File: src/rtl/bru_pkg.sv
package bru_pkg;
  localparam int unsigned PC_W        = 32;
  localparam int unsigned COND_W      = 4;
  localparam int unsigned SHORT_IMM_W = 8;
  localparam int unsigned LONG_IMM_W  = 24;

  localparam logic [COND_W-1:0] COND_ALWAYS = 4'h0;
  localparam logic [COND_W-1:0] COND_LINK   = 4'hF;

  typedef struct packed {
    logic [PC_W-1:0] next_pc;
    logic            link_we;
    logic [PC_W-1:0] link_val;
    logic            selfloop;
  } bru_result_t;
endpackage

File: src/rtl/bru_offset.sv
module bru_offset #(
  parameter int unsigned PC_W        = 32,
  parameter int unsigned SHORT_IMM_W = 8,
  parameter int unsigned LONG_IMM_W  = 24
) (
  input  logic                  is_short,
  input  logic [LONG_IMM_W-1:0] imm_field,
  output logic [PC_W-1:0]       offset,
  output logic                  imm_zero
);
  localparam int unsigned SHORT_PAD = PC_W - SHORT_IMM_W - 1;
  localparam int unsigned LONG_PAD  = PC_W - LONG_IMM_W - 1;

  logic [PC_W-1:0] short_off;
  logic [PC_W-1:0] long_off;

  // Halfword offsets: sign-extend, then append a zero LSB.
  always_comb begin
    short_off = {{SHORT_PAD{imm_field[SHORT_IMM_W-1]}}, imm_field[SHORT_IMM_W-1:0], 1'b0};
    long_off  = {{LONG_PAD{imm_field[LONG_IMM_W-1]}}, imm_field, 1'b0};
  end

  always_comb begin
    if (is_short) begin
      offset   = short_off;
      imm_zero = (imm_field[SHORT_IMM_W-1:0] == '0);
    end else begin
      offset   = long_off;
      imm_zero = (imm_field == '0);
    end
  end
endmodule

File: src/rtl/bru_cond.sv
module bru_cond
  import bru_pkg::*;
(
  input  logic [COND_W-1:0] cond,
  input  logic              cond_pass,
  input  logic              imm_zero,
  output logic              taken,
  output logic              link,
  output logic              selfloop
);
  logic is_always;

  always_comb begin
    is_always = (cond == COND_ALWAYS);
    taken     = is_always | cond_pass;
    link      = (cond == COND_LINK);
    selfloop  = is_always & imm_zero;
  end
endmodule

File: src/rtl/bru_target.sv
module bru_target #(
  parameter int unsigned PC_W = 32
) (
  input  logic [PC_W-1:0] cur_pc,
  input  logic            is_short,
  input  logic [PC_W-1:0] offset,
  input  logic            taken,
  output logic [PC_W-1:0] seq_pc,
  output logic [PC_W-1:0] next_pc
);
  logic [PC_W-1:0] step;
  logic [PC_W-1:0] branch_pc;

  always_comb begin
    step      = is_short ? PC_W'(2) : PC_W'(4);
    seq_pc    = cur_pc + step;
    branch_pc = cur_pc + offset;
    next_pc   = taken ? branch_pc : seq_pc;
  end
endmodule

File: src/rtl/bru_nextpc_unit.sv
module bru_nextpc_unit
  import bru_pkg::*;
(
  input  logic                  clk,
  input  logic                  rst_n,
  input  logic                  in_valid,
  input  logic [PC_W-1:0]       cur_pc,
  input  logic                  is_short,
  input  logic [COND_W-1:0]     cond,
  input  logic [LONG_IMM_W-1:0] imm_field,
  input  logic                  cond_pass,
  output logic                  out_valid,
  output logic [PC_W-1:0]       next_pc,
  output logic                  link_we,
  output logic [PC_W-1:0]       link_val,
  output logic                  selfloop_err
);
  logic [PC_W-1:0] offset;
  logic            imm_zero;
  logic            taken;
  logic            link;
  logic            selfloop;
  logic [PC_W-1:0] seq_pc;
  logic [PC_W-1:0] target_pc;

  bru_result_t res_d;
  logic        valid_d;
  logic        link_we_d;
  logic        err_d;
  logic        valid_q;
  logic        link_we_q;
  logic        err_q;
  logic [PC_W-1:0] next_pc_q;
  logic [PC_W-1:0] link_val_q;

  bru_offset #(
    .PC_W       (PC_W),
    .SHORT_IMM_W(SHORT_IMM_W),
    .LONG_IMM_W (LONG_IMM_W)
  ) u_offset (
    .is_short (is_short),
    .imm_field(imm_field),
    .offset   (offset),
    .imm_zero (imm_zero)
  );

  bru_cond u_cond (
    .cond     (cond),
    .cond_pass(cond_pass),
    .imm_zero (imm_zero),
    .taken    (taken),
    .link     (link),
    .selfloop (selfloop)
  );

  bru_target #(.PC_W(PC_W)) u_target (
    .cur_pc  (cur_pc),
    .is_short(is_short),
    .offset  (offset),
    .taken   (taken),
    .seq_pc  (seq_pc),
    .next_pc (target_pc)
  );

  // Next-state logic
  always_comb begin
    res_d.next_pc  = target_pc;
    res_d.link_we  = link;
    res_d.link_val = seq_pc;
    res_d.selfloop = selfloop;
    valid_d        = in_valid;
    link_we_d      = in_valid & res_d.link_we;
    err_d          = in_valid & res_d.selfloop;
  end

  // Control registers: asynchronous reset
  always_ff @(posedge clk or negedge rst_n) begin
    if (!rst_n) begin
      valid_q   <= 1'b0;
      link_we_q <= 1'b0;
      err_q     <= 1'b0;
    end else begin
      valid_q   <= valid_d;
      link_we_q <= link_we_d;
      err_q     <= err_d;
    end
  end

  // Datapath registers: no reset, loaded under clock enable
  always_ff @(posedge clk) begin
    if (in_valid) begin
      next_pc_q  <= res_d.next_pc;
      link_val_q <= res_d.link_val;
    end
  end

  assign out_valid    = valid_q;
  assign link_we      = link_we_q;
  assign selfloop_err = err_q;
  assign next_pc      = next_pc_q;
  assign link_val     = link_val_q;
endmodule

File: config.mk
export PLATFORM = sky130hd
export DESIGN_NAME = bru_nextpc_unit
export DESIGN_NICKNAME = d
export VERILOG_FILES = /design/src/rtl/bru_pkg.sv /design/src/rtl/bru_offset.sv /design/src/rtl/bru_cond.sv /design/src/rtl/bru_target.sv /design/src/rtl/bru_nextpc_unit.sv
export SDC_FILE = /design/constraint.sdc
export NUM_CORES = 1
export LEC_CHECK = 0
export ABC_AREA = 1
export BUFFER_PORTS_ARGS = -buffer_cell sky130_fd_sc_hd__buf_2
export CORE_MARGIN = 2
export CORE_UTILIZATION = 56
export DETAILED_ROUTE_END_ITERATION = 12
export GPL_TIMING_DRIVEN = 0
export PLACE_DENSITY = 0.81
export REMOVE_ABC_BUFFERS = 1
export SLEW_MARGIN = 10
export SYNTH_ARGS = -nofsm -noshare
export SYNTH_HDL_FRONTEND = slang
export SYNTH_SLANG_ARGS = --single-unit
File: constraint.sdc
create_clock -name clk -period 0.8 [get_ports clk]
set_input_delay 0.08 -clock clk [delete_from_list [all_inputs] [get_ports clk]]
set_output_delay 0.08 -clock clk [all_outputs]
set_load 0.05 [all_outputs]
==> results.md, run 1 <==
- From left edge to right edge, the die measures 105 µm.
- The tool reported: "[ERROR DPL-0038] Utilization greater than 100%, impossible to legalize".
- Yosys mapped a number of flops with a built-in enable equal to 63.
- Of the total synthesized cell area, the portion taken by full adders, half adders and majority gates is 0.0772.
- The congestion estimate from routability-driven global placement came to between 0.9 and 1.
- The most frequent cell after synthesis is sky130_fd_sc_hd__nand2_1.
- The most used flip-flop cell after synthesis is sky130_fd_sc_hd__edfxtp_1.
- Of the post-synthesis cell area, the dominant cell type holds 0.332.
- In the post-synthesis netlist, the biggest area contributors are sky130_fd_sc_hd__edfxtp_1 (33%), sky130_fd_sc_hd__nand2_1 (23%), sky130_fd_sc_hd__inv_1 (8.5%), sky130_fd_sc_hd__ha_1 (7.0%), sky130_fd_sc_hd__nand3_1 (5.3%).
- The number of standard-cell rows in the floorplan is 36.
- The flip-flop and latch count after synthesis is 66.
- The H-tree was split into 3 levels.
- The async set-reset flop share out of synthesis is 0.0455.
- The fraction of the mapped netlist area in simple logic gates is 0.396.
- Counting along the longest clock path gives a buffer depth of 2.
- The last worst endpoint in the global-route repair_timing is next_pc[23]$_DFFE_PP_/D.
- The number of buffers created by CTS is 9.
- The average footprint of a synthesized cell is 6.80 µm².
- The cell sitting at the root of the clock tree is a sky130_fd_sc_hd__clkbuf_8.
- The complex-gate fraction of the synthesized area is 0.0386.
- The effective utilization at floorplan is 0.581.
- The leading area contributor after synthesis is sky130_fd_sc_hd__edfxtp_1.
- For this run, the register share of the synthesized area comes to 0.345.
- The post-synthesis cell area is 5710 µm².
- During synthesis, Yosys emitted a total of 0 warnings.
- The die span in y is 105 µm.
- The kind of endpoint with the least setup slack is a register input.
- The half-perimeter wire length after detailed placement is 13,300 µm.
- Of the total synthesized cell area, the portion taken by XOR and XNOR cells is 0.0513.
- The tree built by TritonCTS fans out to 66 sinks.
- The number of different library cells in the post-synthesis netlist is 35.
- 132 I/O pins were placed.
- The largest family of logic cells by synthesized area is simple AND/OR/NAND/NOR gates.
- Synthesis produced approximately 840 cells.
- The run stopped with a tool error.
- Before CTS, the worst setup slack after placement is -1.94 ns.
- The number of placed instances with taps included is approximately 1,100.
- After synthesis, the most frequently instantiated cells are sky130_fd_sc_hd__nand2_1 (343), sky130_fd_sc_hd__inv_1 (129), sky130_fd_sc_hd__nor2_1 (66).
- Of the post-synthesis cell area, the part taken by muxes is 0.
- The number of input and output port buffers inserted is 131.
- The terminating stage of the flow is global routing.
- The pin count of the biggest net entering global routing is 66.
## per-stage QoR
step	cell area, µm²	setup TNS (ns)
floorplan	5670	-72.27
global placement	6490	-178.12
detailed placement	6520	-104.88
CTS	8920	-42.90
## cells by family after synthesis
| logic type | count (synthesis) |
|---|---|
| AO/OA/AOI/OAI | 41 |
| XOR/XNOR | 30 |
| adder cells (fa/ha/maj) | 34 |
| buffers and inverters | 139 |
| flip-flops | 66 |
| AND/OR/NAND/NOR | 529 |
## timing repair
| action | 4_1_cts |
|---|---|
| buffers inserted | 39 |
| hold buffers | 6 |
| gates resized for setup | 419 |
| endpoints found under the hold margin | 5 |
| pin swaps | 78 |
| cloned | 8 |
| setup endpoints to repair | 129 |
==> run 2: changes to the inputs <==
--- a/config.mk
+++ b/config.mk
@@ -8,10 +8,10 @@
 export ABC_AREA = 1
 export BUFFER_PORTS_ARGS = -buffer_cell sky130_fd_sc_hd__buf_2
 export CORE_MARGIN = 2
-export CORE_UTILIZATION = 56
+export CORE_UTILIZATION = 40
 export DETAILED_ROUTE_END_ITERATION = 12
 export GPL_TIMING_DRIVEN = 0
-export PLACE_DENSITY = 0.81
+export PLACE_DENSITY_LB_ADDON = 0.15
 export REMOVE_ABC_BUFFERS = 1
 export SLEW_MARGIN = 10
 export SYNTH_ARGS = -nofsm -noshare
==> results.md, run 2 <==
- The run finished, with violations left.
- The checks that failed: negative setup slack.
- The count of routing violations after the opening detailed-route iteration is 740.
- The clock transition at the registers of the reported paths is 0.06 ns.
- The most frequent cell after synthesis is sky130_fd_sc_hd__nand2_1.
- After legalization and detailed placement, the total HPWL measured ~15,000 µm.
- Setup repair after global routing could not meet its margin everywhere.
- The top cell types in the final layout, fill and taps aside, are sky130_fd_sc_hd__nand2_1 (230), sky130_fd_sc_hd__inv_1 (110), sky130_fd_sc_hd__buf_6 (100).
- The final core area utilization is 0.719.
- The via count is a little under 7,000.
- Of the total power, registers draw 0.276.
- The detail-routed via count per cell is 5.54.
- Summed over all layers, the global routing overflow is 0.
- The share of synthesized area in the top cell type comes to 0.332.
- The number of placed instances with taps included is 1,142.
- The number of standard-cell rows in the floorplan is 43.
- The flip-flop and latch count after synthesis is 66.
- The library cell used most frequently in the layout, excluding fill and tap cells, is sky130_fd_sc_hd__nand2_1.
- The critical path launch point type is a primary input.
- The share of total power in the clock network is 0.250.
- The first-pass iteration count of the detailed router is 5.
- Before CTS, the worst setup slack after placement is -2.06 ns.
- The cell sitting at the root of the clock tree is a sky130_fd_sc_hd__clkbuf_16.
- In this run the deepest clock path goes through 2 buffers.
- Sorting the synthesized cells by how often they occur yields sky130_fd_sc_hd__nand2_1 (343), sky130_fd_sc_hd__inv_1 (129), sky130_fd_sc_hd__nor2_1 (66).
- For this run, the leading register cell type out of synthesis is sky130_fd_sc_hd__edfxtp_1.
- In this run, CTS created clock tree buffers numbering 9.
- The portion of total power attributed to combinational logic is 0.474.
- In this run the remaining antenna-violating nets after routing total 0.
- The worst setup slack after layout is -0.841 ns.
- Measured along the y axis, the die boundary spans 123 µm.
- The wire length of the first global-routing pass is between 30,000 and 40,000 µm.
- The mapped netlist covers 5710 µm².
- The final cycle utilization of the critical path is 2.05.
- The number of hold-slack violations in the final timing report came to 0.
- Entering global routing, the biggest net connects 66 pins.
- The H-tree depth is 3.
- The number of nets in the final layout is between 1,000 and 1,500.
- At the end of routability-driven placement, the weighted congestion stood at around 0.94.
- The number of fillers in the final layout is 959.
- The time the final worst path needs with I/O delays and setup is 1.64 ns.
- In this run the tightest slew margin relative to its limit is 0.571.
- At the worst endpoint, the required time is 0.88 ns.
- For this configuration, the core starts out at a cell density of 0.410.
- sky130_fd_sc_hd__edfxtp_1 takes more of the synthesized area than any other cell.
- In this run the standard cell core region covers between 10,000 and 15,000 µm².
- The worst-case IR drop observed on VDD is 1090 µV.
- The post-route setup TNS is -50.43 ns.
- The number of slew-limit violations in the final report is 0.
- Data arrives at the worst endpoint at 1.73 ns.
- During placement, the flow inserted port buffers numbering 131.
- In this run the worst path has a maximum fanout of 6.
- The number of antenna violations at the first check in global routing is 1.
- Of the total power, the share spent switching nets is 0.398.
- In the post-synthesis netlist, the biggest area contributors are sky130_fd_sc_hd__edfxtp_1 (33%), sky130_fd_sc_hd__nand2_1 (23%), sky130_fd_sc_hd__inv_1 (8.5%), sky130_fd_sc_hd__ha_1 (7.0%), sky130_fd_sc_hd__nand3_1 (5.3%).
- The register with the most flip-flops in the layout has 32 of them.
- In the global route stage, overall resource usage came out at 0.288.
- The capturing element type of the critical path is a flip-flop.
- Wires add up to 24,300 µm.
- Max-cap violations in this run came to 0.
- The area of all sequential standard cells is 1970 µm².
- The synthesized instance count is between 800 and 900.
- In the final routed layout, each cell accounts on average for 19.5 µm.
- The average footprint of a synthesized cell is roughly 7 µm².
- The net switching component of the power is 0.00635 W.
- The worst hold path terminates at out_valid$_DFF_PN0_.
- Derived from the worst setup path, the maximum achievable clock frequency is approximately 610 MHz.
- The number of different library cells in the post-synthesis netlist is 35.
- Compared with the post-synthesis result, the final layout area differs by 75.4%.
- For this run, design rule violations remaining after detail routing come to 0.
- Of the cells placed in the final design, the portion with a size suffix greater than 1 is 0.503.
- The power density normalized to cell area is between 1500 and 2000 nW/µm².
- The number of warnings issued by yosys is 0.
- The top-level port count is between 100 and 150.
- The share of the Yosys chip area taken by registers is 0.345.
- The path class of the tightest hold or removal check is in -> reg.
- The full die area is roughly 15,000 µm².
- In this run the most critical hold path is launched from in_valid.
- The number of synthesized flops with an enable pin is 63.
- TritonCTS built the clock tree.
- For this design the static power due to leakage is 4.72 nW.
- For this run, the number of standard cells in the final layout without fillers is 1,247.
- The clock sink count is 66.
- The critical path class is in -> reg.
- For this run, asynchronously set or reset flops after synthesis account for 0.0455.
- The number of setup violations in the final report is 129.
- The cell-internal power is 0.00963 W.
- Along the worst hold path, the cell count comes to 1.
- The die width is roughly 120 µm.
- The slew at the pin closest to its max-slew limit is around 0.64 ns.
- The number of global-route vias before repair was 6,167.
- Summing all multi-input logic gate instances after layout gives 4940 µm².
-- run 2: cell counts after synthesis --
No cell type changed its count.
-- run 2: worst max-delay path by stage --
stage                        start               endpoint  cells past startpoint
after CTS                 is_short  next_pc[26]$_DFFE_PP_                     15
final                     is_short  next_pc[17]$_DFFE_PP_                     15
after floorplan            cond[3]  next_pc[11]$_DFFE_PP_                      7
after detailed placement  is_short  next_pc[27]$_DFFE_PP_                     14
after global placement     cond[3]  next_pc[18]$_DFFE_PP_                      8
after global routing      is_short  next_pc[24]$_DFFE_PP_                     15
-- run 2: critical path: stages --
cell and delay [ns]:
sky130_fd_sc_hd__buf_16 0.16, sky130_fd_sc_hd__clkinv_8 0.09, sky130_fd_sc_hd__nand2_1 0.11, sky130_fd_sc_hd__nand2_2 0.08
sky130_fd_sc_hd__ha_4 0.25, sky130_fd_sc_hd__nand2_1 0.07, sky130_fd_sc_hd__nand2_1 0.07, sky130_fd_sc_hd__inv_1 0.09
sky130_fd_sc_hd__nand2_2 0.07, sky130_fd_sc_hd__o21bai_4 0.18, sky130_fd_sc_hd__buf_4 0.14, sky130_fd_sc_hd__nor2_2 0.09
sky130_fd_sc_hd__nand2_1 0.06, sky130_fd_sc_hd__nand3_2 0.11, sky130_fd_sc_hd__nand2_1 0.06
-- run 2: area by class of cell --
cell class              instances  share of cell area
clock buffers                  13              0.0250
repair inverters                3             0.00400
well taps                     180              0.0225
multi-input cells             635               0.494
flip-flops and latches         66               0.196
clock inverters                 3             0.00425
diodes                          1            0.000250
inverters                     130              0.0516
repair buffers                216               0.202
-- run 2: kinds of logic after synthesis --
logic type                 count (synthesis)  share of synthesized area
DFF                                       66                      0.345
and+or+nand+nor                          529                      0.396
AOI/OAI and AO/OA                         41                     0.0386
buffers and inverters                    139                     0.0923
xor gates and xnor gates                  30                     0.0513
adders and majority gates                 34                     0.0772
-- run 2: power by group through the flow --
stage	logic, W	clock network, W	registers (W)
2_1_floorplan	0.00194	0	0.00568
3_5_place_dp	0.00461	0	0.00440
4_1_cts	0.00637	0.00398	0.00442
3_3_place_gp	0.00456	0	0.00439
5_1_grt	0.00795	0.00415	0.00445
6_report	0.00757	0.00399	0.00442
-- run 2: stage by stage --
stage | instance area [µm²] | total power [W] | hold WS (ns)
6_report | 10000 | 0.0160 | 0.00595
5_1_grt | 10000 | 0.0165 | 0.00302
3_5_place_dp | 6580 | 0.00900 | -0.116
2_1_floorplan | 5670 | 0.00761 | -0.216
4_1_cts | 9040 | 0.0148 | 0.0339
3_3_place_gp | 6550 | 0.00895 | -0.122
-- run 2: what timing repair did --
item | 4_1_cts | 5_1_grt
buffers inserted | 49 | 35
endpoints found under the setup margin | 135 | 129
cloned | 5 | 1
hold buffers | 6 | 0
endpoints found under the hold margin | 5 | 0
gates resized for setup | 404 | 196
pin swaps | 58 | 85
-- run 2: per-layer routing --
metal / global-route usage / routed length (µm) / up-vias
li1: - / - / 3114
met1: 0.381 / 9120 / 3222
met2: 0.489 / 11600 / 454
met3: 0.0314 / 2120 / 119
met4: 0.0980 / 1460 / 0
met5: 0 / 0 / -
No activity file was read; power rests on OpenSTA's default activity.
==> run 3: changes to the inputs <==
--- a/config.mk
+++ b/config.mk
@@ -5,7 +5,6 @@
 export SDC_FILE = /design/constraint.sdc
 export NUM_CORES = 1
 export LEC_CHECK = 0
-export ABC_AREA = 1
 export BUFFER_PORTS_ARGS = -buffer_cell sky130_fd_sc_hd__buf_2
 export CORE_MARGIN = 2
 export CORE_UTILIZATION = 40
@@ -17,3 +16,4 @@
 export SYNTH_ARGS = -nofsm -noshare
 export SYNTH_HDL_FRONTEND = slang
 export SYNTH_SLANG_ARGS = --single-unit
+export TNS_END_PERCENT = 1
==> results.md, run 3 <==
- Of the cells placed in the final design, the portion with a size suffix greater than 1 is 0.423.
- The number of standard-cell rows in the floorplan is 41.
- The count of buffering cells on the critical path with inverters included is 3.
- The total chip power is 0.0140 W.
- The most critical setup path has its endpoint at next_pc[29]$_DFFE_PP_.
- Counting along the longest clock path gives a buffer depth of 2.
- After detailed routing, the total wire length is 15,800 µm.
- The number of slew-limit violations in the final report came to 0.
- The number of input and output port buffers inserted is between 100 and 150.
- The required time at the endpoint of the critical path is 1.00 ns.
- Setup repair after global routing could not meet its margin everywhere.
- The final reports fail on negative setup slack.
- The type of the worst min-delay path is in -> reg.
- The via count is 4,876.
- The synthesized instance count is around 550.
- The post-route setup TNS is -58.23 ns.
- The layout has 1,068 filler cells.
- At the placement stage, the worst setup path has a slack of -2.69 ns.
- The total DRC errors in the routed layout is 0.
- The number of hold-slack violations in the final timing report came to 0.
- The repair_antennas step left the layout with diodes totalling 0.
- The number of standard cells in the layout, taps in and fillers out is 898.
- After global routing the overflow that remains totals 0.
- The register with the most flip-flops in the layout has 32 of them.
- After synthesis, the most frequently instantiated cells are sky130_fd_sc_hd__edfxtp_1 (63), sky130_fd_sc_hd__nand2_1 (53), sky130_fd_sc_hd__a21oi_1 (52).
- The number of setup violations in the final report is 129.
- Clock tree synthesis inserted a total of 9 buffers.
- The detail route stage leaves a number of antenna-violating nets equal to 0.
- The number of nets in the final layout is 820.
- Along the worst path, the maximum fanout reaches 8.
- The clock transition at the registers of the reported paths is 0.06 ns.
- Using the TritonRoute via totals, the vias-per-cell ratio works out to 5.43.
- The worst setup path is of the in -> reg kind.
- The H-tree depth is 3.
- In the synthesized netlist the async set-or-reset flop fraction comes to 0.0455.
- The number of global-route vias before repair came to 4,730.
- The startpoint of the most critical setup path is is_short.
- The worst relative slew slack is 0.422.
- The fmax is 483 MHz.
- The worst setup slack after layout is -1.27 ns.
- The data arrival at the endpoint of the critical path is approximately 2.3 ns.
- Summed over all instances, the cell type with the most area after synthesis is sky130_fd_sc_hd__edfxtp_1.
- The library cells used most frequently in the layout, excluding fill and tap cells, are sky130_fd_sc_hd__buf_6 (79), sky130_fd_sc_hd__edfxtp_1 (63), sky130_fd_sc_hd__buf_2 (55).
- The count of routing violations after the opening detailed-route iteration is 262.
- The worst hold slack is 0.0162 ns.
- The leakage power total is approximately 3.2 nW.
- The number of placed instances with taps included is 833.
- The time the final worst path needs with I/O delays and setup is 2.07 ns.
- The core region is 12,600 µm².
- The slew at the pin closest to its max-slew limit is about 0.86 ns.
- The area of all sequential standard cells is 1970 µm².
- The first TritonRoute pass finished after 6 iterations.
- The wire length of the first global-routing pass is 24,200 µm.
- STA classifies the critical path endpoint as a flip-flop.
- The growth of design area from synthesis to finish is 51.4%.
- The worst setup path is launched from a primary input.
- The area of the multi-input gates is around 3600 µm².
- The flip-flop and latch count after synthesis is 66.
- The power density normalized to cell area is ~1800 nW/µm².
- The die is approximately 120 µm wide.
- The share of synthesized area in the top cell type comes to 0.370.
- The final cycle utilization of the critical path is 2.59.
- For this run, the total global-route usage over all layers was measured as 0.231.
- Detailed placement ended at an HPWL of 10,800 µm.
- After synthesis, the cell types taking the most area are sky130_fd_sc_hd__edfxtp_1 (37%), sky130_fd_sc_hd__ha_1 (7.8%), sky130_fd_sc_hd__a21oi_1 (5.1%), sky130_fd_sc_hd__xnor2_1 (4.3%), sky130_fd_sc_hd__nand2_1 (3.9%).
- After synthesis, the mean cell area works out to 9.28 µm².
- The critical path runs through a total of 12 cells.
- The average wire length per cell after detail routing is 17.6 µm.
- The effective utilization at floorplan is 0.407.
- The floorplan step defined a die boundary enclosing 13,700 µm².
- Walking the worst path, the cells encountered are buf_16, nand2_8, a21boi_4, clkinv_4, buf_4, ha_4, and3_4, nor2b_4, a221oi_1, nand2_1, a311o_1, o21ai_1.
- The number of synthesized flops with an enable pin is 63.
- The peak ir drop on the vdd network is 1080 µV.
- The largest single stage delay on the critical path is between 0.3 and 0.4 ns.
- The synthesized netlist occupies a cell area of 5110 µm².
- The pin count of the biggest net entering global routing is 67.
- The sequential area share after synthesis is 0.385.
- The number of maximum-capacitance violations is 0.
- In this run the clock root is driven by a sky130_fd_sc_hd__clkbuf_16.
- The routability congestion estimate is 0.903.
- Among all flip-flop cells after synthesis, the most frequent one is sky130_fd_sc_hd__edfxtp_1.
- CTS saw 66 sinks.
- TritonCTS built the clock tree.
- The number of antenna violations at the first check in global routing came to 0.
- The kind of cell with the highest combined delay on the critical path is compound AO/OA/AOI/OAI gates.
- The library cell used most frequently in the layout, excluding fill and tap cells, is sky130_fd_sc_hd__buf_6.
- The Yosys step of the flow raised 0 warnings.
- Synthesis instantiated roughly 70 different standard cells from the library.
- The slowest stage of the critical path belongs to the cell sky130_fd_sc_hd__a311o_1.
- The top-level port count is between 100 and 150.
- The floorplan step set the die height to 117 µm.
- The flow ran to the end, but the final reports show violations.
- The most frequent cell after synthesis is sky130_fd_sc_hd__edfxtp_1.
[run 3: cell families (layout without fill, tap and decap cells)]
kind of cell | count (synthesis) | count (layout) | share of synthesized area
buffers and inverters | 50 | 224 | 0.0391
AOI/OAI and AO/OA | 164 | 164 | 0.208
adders and majority gates | 34 | 34 | 0.0861
xor gates and xnor gates | 45 | 45 | 0.0800
DFF | 66 | 66 | 0.385
and+or+nand+nor | 190 | 191 | 0.198
muxes | 2 | 2 | 0.00416
[run 3: layer usage]
layer | share of wire | vias up | wire length, µm | track usage
li1 | - | 2378 | - | -
met1 | 0.45 | 2331 | 7160 | 0.316
met2 | 0.48 | 142 | 7520 | 0.365
met3 | 0.049 | 25 | 778 | 0.0469
met4 | 0.021 | 0 | 335 | 0.0792
met5 | 0 | - | 0 | 0
[run 3: tightest hold or removal path, delay by kind of cell]
family                 cells  cell delay (ns)
AND/OR/NAND/NOR            2             0.12
buffers and inverters      1             0.12
[run 3: where the power goes]
| part | internal, W | switching (W) | leakage, nW |
|---|---|---|---|
| registers | 0.00426 | 0.000165 | 0.656 |
| clock network | 0.00237 | 0.00141 | 0.134 |
| logic | 0.00228 | 0.00351 | 2.40 |
| total | 0.00891 | 0.00508 | 3.19 |
[run 3: timing repair]
| item | CTS | global route |
|---|---|---|
| cloned | 1 | 0 |
| gates resized for setup | 249 | 64 |
| endpoints found under the setup margin | 129 | 193 |
| hold endpoints to repair | 5 | 0 |
| hold buffers | 4 | 0 |
| buffers inserted | 26 | 18 |
| pin swaps | 40 | 29 |
[run 3: final cells by class]
cell class / count / share of cell area
clock buffer: 11 / 0.0301
clock inverter: 5 / 0.00582
inverter: 29 / 0.0152
multi-input combinational: 436 / 0.467
sequential: 66 / 0.254
tap: 172 / 0.0278
timing repair buffer: 179 / 0.201
[run 3: stage by stage]
step	area (µm²)	utilization
final	7740	0.616
after global routing	7740	0.616
after CTS	7350	0.585
after detailed placement	5900	0.470
after global placement	5890	0.469
after floorplan	5020	-
[run 3: worst min-delay path by stage]
stage / start / depth (start not counted) / slack (ns) / endpoint
2_1_floorplan: rst_n / 0 / -0.22 / link_we$_DFF_PN0_
3_3_place_gp: rst_n / 1 / -0.12 / link_we$_DFF_PN0_
3_5_place_dp: rst_n / 1 / -0.12 / out_valid$_DFF_PN0_
4_1_cts: cond[1] / 3 / 0.005 / link_we$_DFF_PN0_
5_1_grt: cond[1] / 3 / 0.03 / link_we$_DFF_PN0_
6_report: cond[1] / 3 / 0.02 / link_we$_DFF_PN0_
